[config.mk]
export PLATFORM = sky130hd
export DESIGN_NAME = disp_irq_regs
export DESIGN_NICKNAME = d
export VERILOG_FILES = /design/src/rtl/dirq_pkg.sv /design/src/rtl/dirq_wr_align.sv /design/src/rtl/dirq_mask.sv /design/src/rtl/dirq_status.sv /design/src/rtl/dirq_mode.sv /design/src/rtl/disp_irq_regs.sv
export SDC_FILE = /design/constraint.sdc
export NUM_CORES = 1
export LEC_CHECK = 0
export BUFFER_PORTS_ARGS = -buffer_cell sky130_fd_sc_hd__buf_2
export CAP_MARGIN = 0
export CORE_MARGIN = 8
export CORE_UTILIZATION = 30
export CTS_CLUSTER_SIZE = 10
export DETAILED_ROUTE_END_ITERATION = 10
export PLACE_DENSITY = 0.6
export SLEW_MARGIN = 40
export SYNTH_ARGS = -nofsm -noshare
export SYNTH_HDL_FRONTEND = slang
export SYNTH_SLANG_ARGS = --single-unit
[constraint.sdc]
create_clock -name clk -period 4.7 [get_ports clk]
set_input_delay 0.235 -clock clk [delete_from_list [all_inputs] [get_ports clk]]
set_output_delay 0.235 -clock clk [all_outputs]
set_load 0.02 [all_outputs]
[src/rtl/dirq_pkg.sv]
package dirq_pkg;
  localparam int unsigned DW        = 32;
  localparam int unsigned NSRC      = 5;
  localparam int unsigned MASK_LSB  = 8;
  localparam int unsigned MASK_W    = 15;
  localparam int unsigned PAL_LSB   = 13;
  localparam int unsigned CMD_RESET = 9;
  localparam int unsigned FIELD_BIT = 13;
  localparam int unsigned SRC_SIG   = 0;

  typedef enum logic [1:0] {
    SZ_BYTE = 2'b00,
    SZ_HALF = 2'b01,
    SZ_WORD = 2'b10
  } wsize_e;

  typedef enum logic [2:0] {
    REG_CTRL  = 3'd0,
    REG_MASK  = 3'd1,
    REG_MODE1 = 3'd2,
    REG_MODE2 = 3'd3,
    REG_SIGID = 3'd4
  } regsel_e;
endpackage

[src/rtl/dirq_wr_align.sv]
module dirq_wr_align import dirq_pkg::*; #(
  parameter int unsigned ADDR_W = 5
) (
  input  logic              wr_en,
  input  logic [ADDR_W-1:0] wr_addr,
  input  logic [1:0]        wr_size,
  input  logic [DW-1:0]     wr_data,
  output logic [DW-1:0]     eff_data,
  output logic              sel_ctrl,
  output logic              sel_mask,
  output logic              sel_mode1,
  output logic              sel_mode2
);
  localparam int unsigned IW = ADDR_W - 2;

  logic [IW-1:0] word_idx;

  assign word_idx = wr_addr[ADDR_W-1:2];

  // lane placement: unwritten lanes are zero
  always_comb begin
    case (wr_size)
      SZ_BYTE: eff_data = {{(DW-8){1'b0}}, wr_data[7:0]} << {wr_addr[1:0], 3'b000};
      SZ_HALF: eff_data = {{(DW-16){1'b0}}, wr_data[15:0]} << {wr_addr[1], 4'b0000};
      default: eff_data = wr_data;
    endcase
  end

  assign sel_ctrl  = wr_en && (word_idx == IW'(REG_CTRL));
  assign sel_mask  = wr_en && (word_idx == IW'(REG_MASK));
  assign sel_mode1 = wr_en && (word_idx == IW'(REG_MODE1));
  assign sel_mode2 = wr_en && (word_idx == IW'(REG_MODE2));
endmodule

[src/rtl/dirq_mask.sv]
module dirq_mask import dirq_pkg::*; (
  input  logic              clk,
  input  logic              rst_n,
  input  logic              soft_rst,
  input  logic              mask_wr,
  input  logic [NSRC-1:0]   mask_field,
  output logic [MASK_W-1:0] mask_q
);
  localparam logic [MASK_W-1:0] KEEP  = MASK_W'(((1 << NSRC) - 1) << MASK_LSB);
  localparam logic [MASK_W-1:0] FORCE = ~MASK_W'((1 << (MASK_LSB + NSRC)) - 1);
  localparam logic [MASK_W-1:0] RSTV  = KEEP | FORCE;

  logic [MASK_W-1:0] mask_d;
  logic              mask_en;

  always_comb begin
    mask_en = soft_rst || mask_wr;
    if (soft_rst) mask_d = RSTV;
    else          mask_d = FORCE | (MASK_W'(mask_field) << MASK_LSB);
  end

  always_ff @(posedge clk or negedge rst_n) begin
    if (!rst_n)       mask_q <= RSTV;
    else if (mask_en) mask_q <= mask_d;
  end
endmodule

[src/rtl/dirq_status.sv]
module dirq_status import dirq_pkg::*; (
  input  logic            clk,
  input  logic            rst_n,
  input  logic            soft_rst,
  input  logic            ctrl_wr,
  input  logic [NSRC-1:0] ctrl_bits,
  input  logic [NSRC-1:0] ev_pulse,
  input  logic [DW-1:0]   sig_data,
  input  logic [DW-1:0]   sig_mask,
  output logic [NSRC-1:0] status_q,
  output logic            pending_q,
  output logic [DW-1:0]   sigid_q
);
  logic [NSRC-1:0] clr;
  logic [NSRC-1:0] status_d;
  logic            sig_stat_d;
  logic            pending_d;
  logic [DW-1:0]   sigid_d;
  logic [DW-1:0]   pdata_q, pdata_d;
  logic [DW-1:0]   pmask_q, pmask_d;
  logic            sigid_en;
  logic            pend_en;

  assign clr = ctrl_wr ? ctrl_bits : '0;

  // plain sticky flags: event set wins over write-one clear
  generate
    for (genvar i = 1; i < NSRC; i++) begin : g_flag
      assign status_d[i] = !soft_rst && (ev_pulse[i] || (status_q[i] && !clr[i]));
    end
  endgenerate
  assign status_d[SRC_SIG] = sig_stat_d;

  // signal flag, pending slot and signal-ID merge
  always_comb begin
    sig_stat_d = status_q[SRC_SIG];
    pending_d  = pending_q;
    sigid_d    = sigid_q;
    pdata_d    = pdata_q;
    pmask_d    = pmask_q;
    sigid_en   = 1'b0;
    pend_en    = 1'b0;
    if (clr[SRC_SIG]) begin
      if (pending_q) begin
        sigid_d    = (sigid_q & ~pmask_q) | (pdata_q & pmask_q);
        sigid_en   = 1'b1;
        sig_stat_d = 1'b1;
        pending_d  = 1'b0;
      end else begin
        sig_stat_d = 1'b0;
      end
    end
    if (ev_pulse[SRC_SIG]) begin
      if (sig_stat_d) begin
        pending_d = 1'b1;
        pdata_d   = sig_data;
        pmask_d   = sig_mask;
        pend_en   = 1'b1;
      end else begin
        sigid_d    = (sigid_d & ~sig_mask) | (sig_data & sig_mask);
        sigid_en   = 1'b1;
        sig_stat_d = 1'b1;
      end
    end
    if (soft_rst) begin
      sig_stat_d = 1'b0;
      pending_d  = 1'b0;
      sigid_en   = 1'b0;
      pend_en    = 1'b0;
    end
  end

  always_ff @(posedge clk or negedge rst_n) begin
    if (!rst_n) begin
      status_q  <= '0;
      pending_q <= 1'b0;
    end else begin
      status_q  <= status_d;
      pending_q <= pending_d;
    end
  end

  always_ff @(posedge clk or negedge rst_n) begin
    if (!rst_n)        sigid_q <= '0;
    else if (sigid_en) sigid_q <= sigid_d;
  end

  always_ff @(posedge clk or negedge rst_n) begin
    if (!rst_n) begin
      pdata_q <= '0;
      pmask_q <= '0;
    end else if (pend_en) begin
      pdata_q <= pdata_d;
      pmask_q <= pmask_d;
    end
  end
endmodule

[src/rtl/dirq_mode.sv]
module dirq_mode (
  input  logic       clk,
  input  logic       rst_n,
  input  logic       mode1_wr,
  input  logic       mode2_wr,
  input  logic [1:0] pal_bits,
  input  logic       ilace_bit,
  input  logic       vsync_end,
  output logic       pal_q,
  output logic       ilace_q,
  output logic       field_q
);
  logic pal_d, ilace_d, field_d;

  always_comb begin
    pal_d   = &pal_bits;
    ilace_d = ilace_bit;
    field_d = !field_q;
  end

  always_ff @(posedge clk or negedge rst_n) begin
    if (!rst_n) begin
      pal_q   <= 1'b0;
      ilace_q <= 1'b0;
      field_q <= 1'b0;
    end else begin
      if (mode1_wr)  pal_q   <= pal_d;
      if (mode2_wr)  ilace_q <= ilace_d;
      if (vsync_end) field_q <= field_d;
    end
  end
endmodule

[src/rtl/disp_irq_regs.sv]
module disp_irq_regs import dirq_pkg::*; #(
  parameter int unsigned ADDR_W = 5
) (
  input  logic              clk,
  input  logic              rst_n,
  input  logic              wr_en,
  input  logic [ADDR_W-1:0] wr_addr,
  input  logic [1:0]        wr_size,
  input  logic [DW-1:0]     wr_data,
  input  logic [ADDR_W-3:0] rd_word,
  output logic [DW-1:0]     rd_data,
  input  logic [NSRC-1:0]   ev_pulse,
  input  logic [DW-1:0]     sig_data,
  input  logic [DW-1:0]     sig_mask,
  input  logic              vsync_end,
  output logic              irq,
  output logic              region_pal,
  output logic              interlaced,
  output logic              field
);
  localparam int unsigned IW = ADDR_W - 2;

  logic [1:0]        rst_sync_q;
  logic              rst_n_i;
  logic [DW-1:0]     eff_data;
  logic              sel_ctrl, sel_mask, sel_mode1, sel_mode2;
  logic              soft_rst;
  logic [NSRC-1:0]   status_q;
  logic              pending_q;
  logic [DW-1:0]     sigid_q;
  logic [MASK_W-1:0] mask_q;
  logic              pal_q, ilace_q, field_q;

  // asynchronous assert, synchronous release
  always_ff @(posedge clk or negedge rst_n) begin
    if (!rst_n) rst_sync_q <= 2'b00;
    else        rst_sync_q <= {rst_sync_q[0], 1'b1};
  end
  assign rst_n_i = rst_sync_q[1];

  dirq_wr_align #(.ADDR_W(ADDR_W)) u_align (
    .wr_en     (wr_en),
    .wr_addr   (wr_addr),
    .wr_size   (wr_size),
    .wr_data   (wr_data),
    .eff_data  (eff_data),
    .sel_ctrl  (sel_ctrl),
    .sel_mask  (sel_mask),
    .sel_mode1 (sel_mode1),
    .sel_mode2 (sel_mode2)
  );

  assign soft_rst = sel_ctrl && eff_data[CMD_RESET];

  dirq_status u_status (
    .clk       (clk),
    .rst_n     (rst_n_i),
    .soft_rst  (soft_rst),
    .ctrl_wr   (sel_ctrl),
    .ctrl_bits (eff_data[NSRC-1:0]),
    .ev_pulse  (ev_pulse),
    .sig_data  (sig_data),
    .sig_mask  (sig_mask),
    .status_q  (status_q),
    .pending_q (pending_q),
    .sigid_q   (sigid_q)
  );

  dirq_mask u_mask (
    .clk        (clk),
    .rst_n      (rst_n_i),
    .soft_rst   (soft_rst),
    .mask_wr    (sel_mask),
    .mask_field (eff_data[MASK_LSB +: NSRC]),
    .mask_q     (mask_q)
  );

  dirq_mode u_mode (
    .clk       (clk),
    .rst_n     (rst_n_i),
    .mode1_wr  (sel_mode1),
    .mode2_wr  (sel_mode2),
    .pal_bits  (eff_data[PAL_LSB +: 2]),
    .ilace_bit (eff_data[0]),
    .vsync_end (vsync_end),
    .pal_q     (pal_q),
    .ilace_q   (ilace_q),
    .field_q   (field_q)
  );

  assign irq        = |(status_q & ~mask_q[MASK_LSB +: NSRC]);
  assign region_pal = pal_q;
  assign interlaced = ilace_q;
  assign field      = field_q;

  always_comb begin
    rd_data = '0;
    case (rd_word)
      IW'(REG_CTRL): begin
        rd_data[NSRC-1:0] = status_q;
        rd_data[FIELD_BIT] = field_q;
      end
      IW'(REG_MASK):  rd_data[MASK_W-1:0] = mask_q;
      IW'(REG_MODE1): rd_data[PAL_LSB +: 2] = {2{pal_q}};
      IW'(REG_MODE2): rd_data[0] = ilace_q;
      IW'(REG_SIGID): rd_data = sigid_q;
      default: rd_data = '0;
    endcase
  end
endmodule

==> impl_metrics.toml, run 1 <==
[timing]
maxSlewViolCount = 0
clock_skew_ps = 4.68
fmax_mhz = 406
period_needed_ps = 2460
rsz0062_at_grt = "no"
worstMarginPinSlew_ps = 718
slew-limit-headroom_pct = 52.1
period_share_pct = 52.4
hold_viol_final = 0
setup_tns_ps = 0
setup_violations = 0

[clock_network]
clock-sinks = 112
clk_pin_slew_ps = 80
clockRootBuffer = "clkbuf_16"
cts_htree_levels = 3
cts_resized = 0
cts_hold_buffers = 1
cts_tree = "built"
postCtsSetupRepairBufs = 0
insertion_delay_ps = 350
cts_buffers = 9
clk_path_buf_depth = 2

[hold_path]
whs_path_depth = 2
hold_start = "vsync_end"
min_path_type = "in -> reg"
hold_end = "u_mode.field_q"

[final_layout]
drive_gt1_share_pct = 34.2
area_delta_synth_final_pct = 20.3
final_cell_mix = "buf_2, dfrtp_1, mux2_4, nand2_1, inv_1"
final_common_cell = "buf_2"
regArea_mm2 = 0.00281
multi_input_area_mm2 = 0.00315
nets = 805
fillers = 2123
antenna_cells = 0

[critical_path]
r2r-end = "u_status.sigid_q[20]"
critical_path_class = "in -> reg"
cp-end-kind = "flop"
critical_path_peak_fanout = 65
worst_setup_path_start_kind = "input pin"
r2r_slack_ps = 2780
reg2regPathDepth = 4
arrival_ps = 2710
regToRegStartpoint = "u_status.status_q[0]"
critPathRequiredTime_ps = 4940

[global_routing]
grt_max_degree = 66
globalRouteTotalUtil_pct = 14.0
antenna_found_initial = 2
grt_pass1_vias = 5055
grt_pass1_wl_um = 28800
grt.overflow.total = 0

[die]
start_util_pct = 30.2
die_x_um = 161
die_h_um = 161
io_pins = 151
die_area_mm2 = 0.0259
fp.coreArea_mm2 = 0.0208
row_count = 53

[routing]
avgRoutedWirePerCell_um = 18.9
drt_iter0_markers = 246
vias = 4984
ant_nets = 0
viasPerCell = 5.14
wl_met2_um = 7970
met3_length_um = 1080
routed.top_layer = "met5"
wirelength_met1_um = 9000
drc_errors = 0
drt_wl_total_um = 18300
drtPass1Iterations = 4

[synth]
synth_largest_area_cell = "dfrtp_1"
syn_avg_cell_area_um2 = 10.9
synthArstFlopShare_pct = 100
ys_seq_elements = 112
synth_nets = 693
yosys_warnings = 0
syn_inst = 578
synth_cell_types = 42
synth_area_mm2 = 0.00629
netlist.area_leader.share_pct = 42.5
synth_edf_count = 0
synthTopCellsByArea = "dfrtp_1, mux2_4, nor4b_1, a211o_1, and4_1"
synth_ff_type = "dfrtp_1"
seq_area_frac_synth_pct = 44.6

[outcome]
status = "complete, no violations"

[flow_run]
drv_cap = 0

[pwr]
p_leak_nw = 3.57
power_density_mw_per_mm2 = 362
ir_worst_vdd_uv = 161
power_mw = 2.74

[place]
dpl.hpwl_um = 12100
numPortBuffers = 132
gp_congestion = 0.788
-- layer usage --
| layer | track usage (%) | vias up |
|---|---|---|
| met5 | 0 | - |
| met4 | 4.38 | 4 |
| li1 | - | 2350 |
| met2 | 20.9 | 146 |
| met1 | 19.7 | 2465 |
| met3 | 3.33 | 19 |
-- Yosys cell counts (6+ instances only) --
cell        n
nor2_1     14
nor3b_1     6
a31oi_1    34
dfrtp_1   107
and4_1     32
inv_1      38
a211o_1    32
nor2b_1     6
o21ai_0     9
a21oi_1    14
and2_1     22
o21a_1      8
clkbuf_1   32
or3_1      32
mux2_4     60
nor4b_1    33
mux2_2      6
buf_6       6
nand2_1    43
-- flip-flops by register name, indices dropped and copies added (netlist names), 2 cells and up --
register,cells
u_mask.mask_q,5
rst_sync_q,2
u_status.pdata_q,32
u_status.status_q,5
u_status.sigid_q,32
u_status.pmask_q,32
-- critical path: stages --
cell and delay (ps):
buf_2 140, or4b_4 560, a2111oi_4 270, mux2_2 420, buf_4 350, or3_1 440, a211o_1 270
-- layout make-up --
type | instances | area share (%)
well taps | 275 | 4.54
clock inverters | 4 | 0.694
flip-flops and latches | 112 | 37.1
clock buffers | 12 | 3.39
repair buffers | 145 | 10.7
inverters | 38 | 1.88
multi-input cells | 384 | 41.6
-- kinds of logic (layout without fill, tap and decap cells) --
family	Yosys count	in the layout	synth area share, %
flip-flops	112	112	44.6
other	1	1	0.0596
AO/OA/AOI/OAI	111	111	12.7
XOR/XNOR	1	1	0.139
buffers and inverters	82	199	5.76
multiplexers	70	70	16.0
AND/OR/NAND/NOR	201	201	20.7
-- report_power, final --
part,switching (mW),internal [mW],total [mW]
combinational,0.294,0.337,0.631
sequential,0.130,1.16,1.29
clock,0.373,0.444,0.817
total,0.798,1.94,2.74
-- how the worst max path moves through the flow --
stage	from	to	slack, ps	cells after the start
2_1_floorplan	rst_sync_q[1]	u_mode.field_q	1360	0
3_3_place_gp	wr_addr[2]	u_status.pdata_q[26]	1650	7
3_5_place_dp	wr_addr[2]	u_status.pmask_q[25]	1630	7
4_1_cts	wr_addr[2]	u_status.pmask_q[25]	2020	7
5_1_grt	wr_addr[2]	u_status.sigid_q[20]	2190	7
6_report	wr_addr[2]	u_status.sigid_q[20]	2240	7
-- through the flow --
step	utilization [%]	instance area, µm²	cells	hold WS [ps]	setup WS (ps)
2_1_floorplan	-	6290	578	-60.6	1360
5_1_grt	36.4	7570	970	30.5	2190
3_5_place_dp	34.7	7220	952	20.5	1630
3_3_place_gp	34.5	7190	950	19.8	1650
6_report	36.4	7570	970	48.3	2240
4_1_cts	36.2	7540	969	31.8	2020
No activity file was read; power rests on OpenSTA's default activity.
==> run 2: changes to the inputs <==
PLACE_DENSITY = 0.62   (was 0.6)
clock period = 2.1 ns   (was 4.7 ns; I/O delays follow)
==> impl_metrics.toml, run 2 (synthesis gave the netlist of run 1 again) <==
[outcome]
status = "complete, no violations"

[routing]
drt_iter0_markers = 346
drt_wl_total_um = 18400
avgRoutedWirePerCell_um = 17.5
viasPerCell = 5.08
drtPass1Iterations = 4
drc_errors = 0
vias = 5335
ant_nets = 0

[global_routing]
globalRouteTotalUtil_pct = 14.6
grt_max_degree = 111
grt_pass1_wl_um = 30800
grt_pass1_vias = 5680
grt.overflow.total = 0
antenna_found_initial = 3

[flow_run]
drv_cap = 0

[die]
io_pins = 151
die_h_um = 161
start_util_pct = 30.2
fp.coreArea_mm2 = 0.0208
row_count = 53
die_x_um = 161
die_area_mm2 = 0.0259

[timing]
clock_skew_ps = 11.1
period_share_pct = 95.8
maxSlewViolCount = 0
slew-limit-headroom_pct = 57.4
setup_violations = 0
setup_tns_ps = 0
holdWs_ps = 13.5
rsz0062_at_grt = "no"
hold_viol_final = 0
setup_slack_ps = 88.6
worstMarginPinSlew_ps = 639
fmax_mhz = 497
period_needed_ps = 2010

[pwr]
ir_worst_vdd_uv = 339
p_leak_nw = 3.93
power_density_mw_per_mm2 = 731
power_mw = 6.11

[clock_network]
clk_pin_slew_ps = 70
clk_path_buf_depth = 2
insertion_delay_ps = 350
clockRootBuffer = "clkbuf_16"
cts_tree = "built"
clock-sinks = 112
cts_htree_levels = 3
cts_buffers = 9

[final_layout]
area_delta_synth_final_pct = 32.8
final_area_mm2 = 0.00836
nets = 882
fin_util_pct = 40.2
fillers = 2037
instances_no_fill = 1050
reg_top3 = "u_status.pdata_q x32, u_status.pmask_q x32, u_status.sigid_q x32"
final_cell_mix = "buf_2, dfrtp_1, mux2_4, dlygate4sd3_1, nand2_1"
drive_gt1_share_pct = 33.9
final_common_cell = "buf_2"

[critical_path]
cp-end-kind = "flop"
worstPathCellList = "buf_2, or4b_4, a2111oi_4, mux2_4, buf_12, or3_1, a211o_1"
cp_slowest_cell = "or4b_4"
critical_path_buf_inv_count = 2
worst_setup_path_start_kind = "input pin"
critPathRequiredTime_ps = 2330
critical_path_peak_fanout = 36
arrival_ps = 2240
critical_path_class = "in -> reg"
slowest_delay_ps = 560
critPathTopFamily = "simple AND/OR/NAND/NOR gates"

[place]
place_area_mm2 = 0.00752
gp_congestion = 0.794
post-place-cells = 976
dpl.hpwl_um = 12500
numPortBuffers = 132
dp_slack_ps = -273

[hold_path]
min_path_type = "in -> reg"
## run 2: cell types whose count changed in the layout (fill, tap and decap cells not counted), moves of 2 or more
cell / delta
diode_2: +3
clkinv_2: +2
buf_12: +10
buf_4: +15
dlygate4sd3_1: +54
## run 2: report_power, final
| part | internal [mW] | switching [mW] | total [mW] |
|---|---|---|---|
| clock network | 0.842 | 0.837 | 1.68 |
| logic | 0.852 | 0.690 | 1.54 |
| registers | 2.60 | 0.290 | 2.89 |
## run 2: worst paths after layout
kind                            cells past startpoint  slack (ps)                   end                 start
worst max-delay path                                7          90   u_status.sigid_q[7]            wr_addr[3]
worst min-delay path                                2          10   u_status.pdata_q[3]           sig_data[3]
worst max register to register                      4         390   u_status.sigid_q[7]  u_status.status_q[0]
worst min register to register                      0         360         rst_sync_q[1]         rst_sync_q[0]
max in group asynchronous                           1        1210  u_status.pmask_q[17]         rst_sync_q[1]
min in group asynchronous                           2          60         rst_sync_q[1]                 rst_n
## run 2: layout make-up
cell class	count	area [µm²]	area share, %
diodes	3	7.51	0.0898
clock buffers	10	239	2.86
well taps	275	344	4.11
clock inverters	6	42.5	0.509
flip-flops and latches	112	2810	33.6
inverters	38	143	1.71
multi-input cells	384	3150	37.7
repair buffers	222	1620	19.4
## run 2: layer usage
layer | global-route usage [%] | wire length, µm | vias up
li1 | - | - | 2510
met3 | 3.81 | 1120 | 24
met2 | 22.3 | 8100 | 142
met5 | 0 | 13 | -
met4 | 5.22 | 333 | 2
met1 | 19.6 | 8840 | 2657
## run 2: timing repair
item	in CTS	in global routing
setup buffers	0	0
resized for setup	0	0
hold buffers	55	0
hold endpoints to repair	56	0
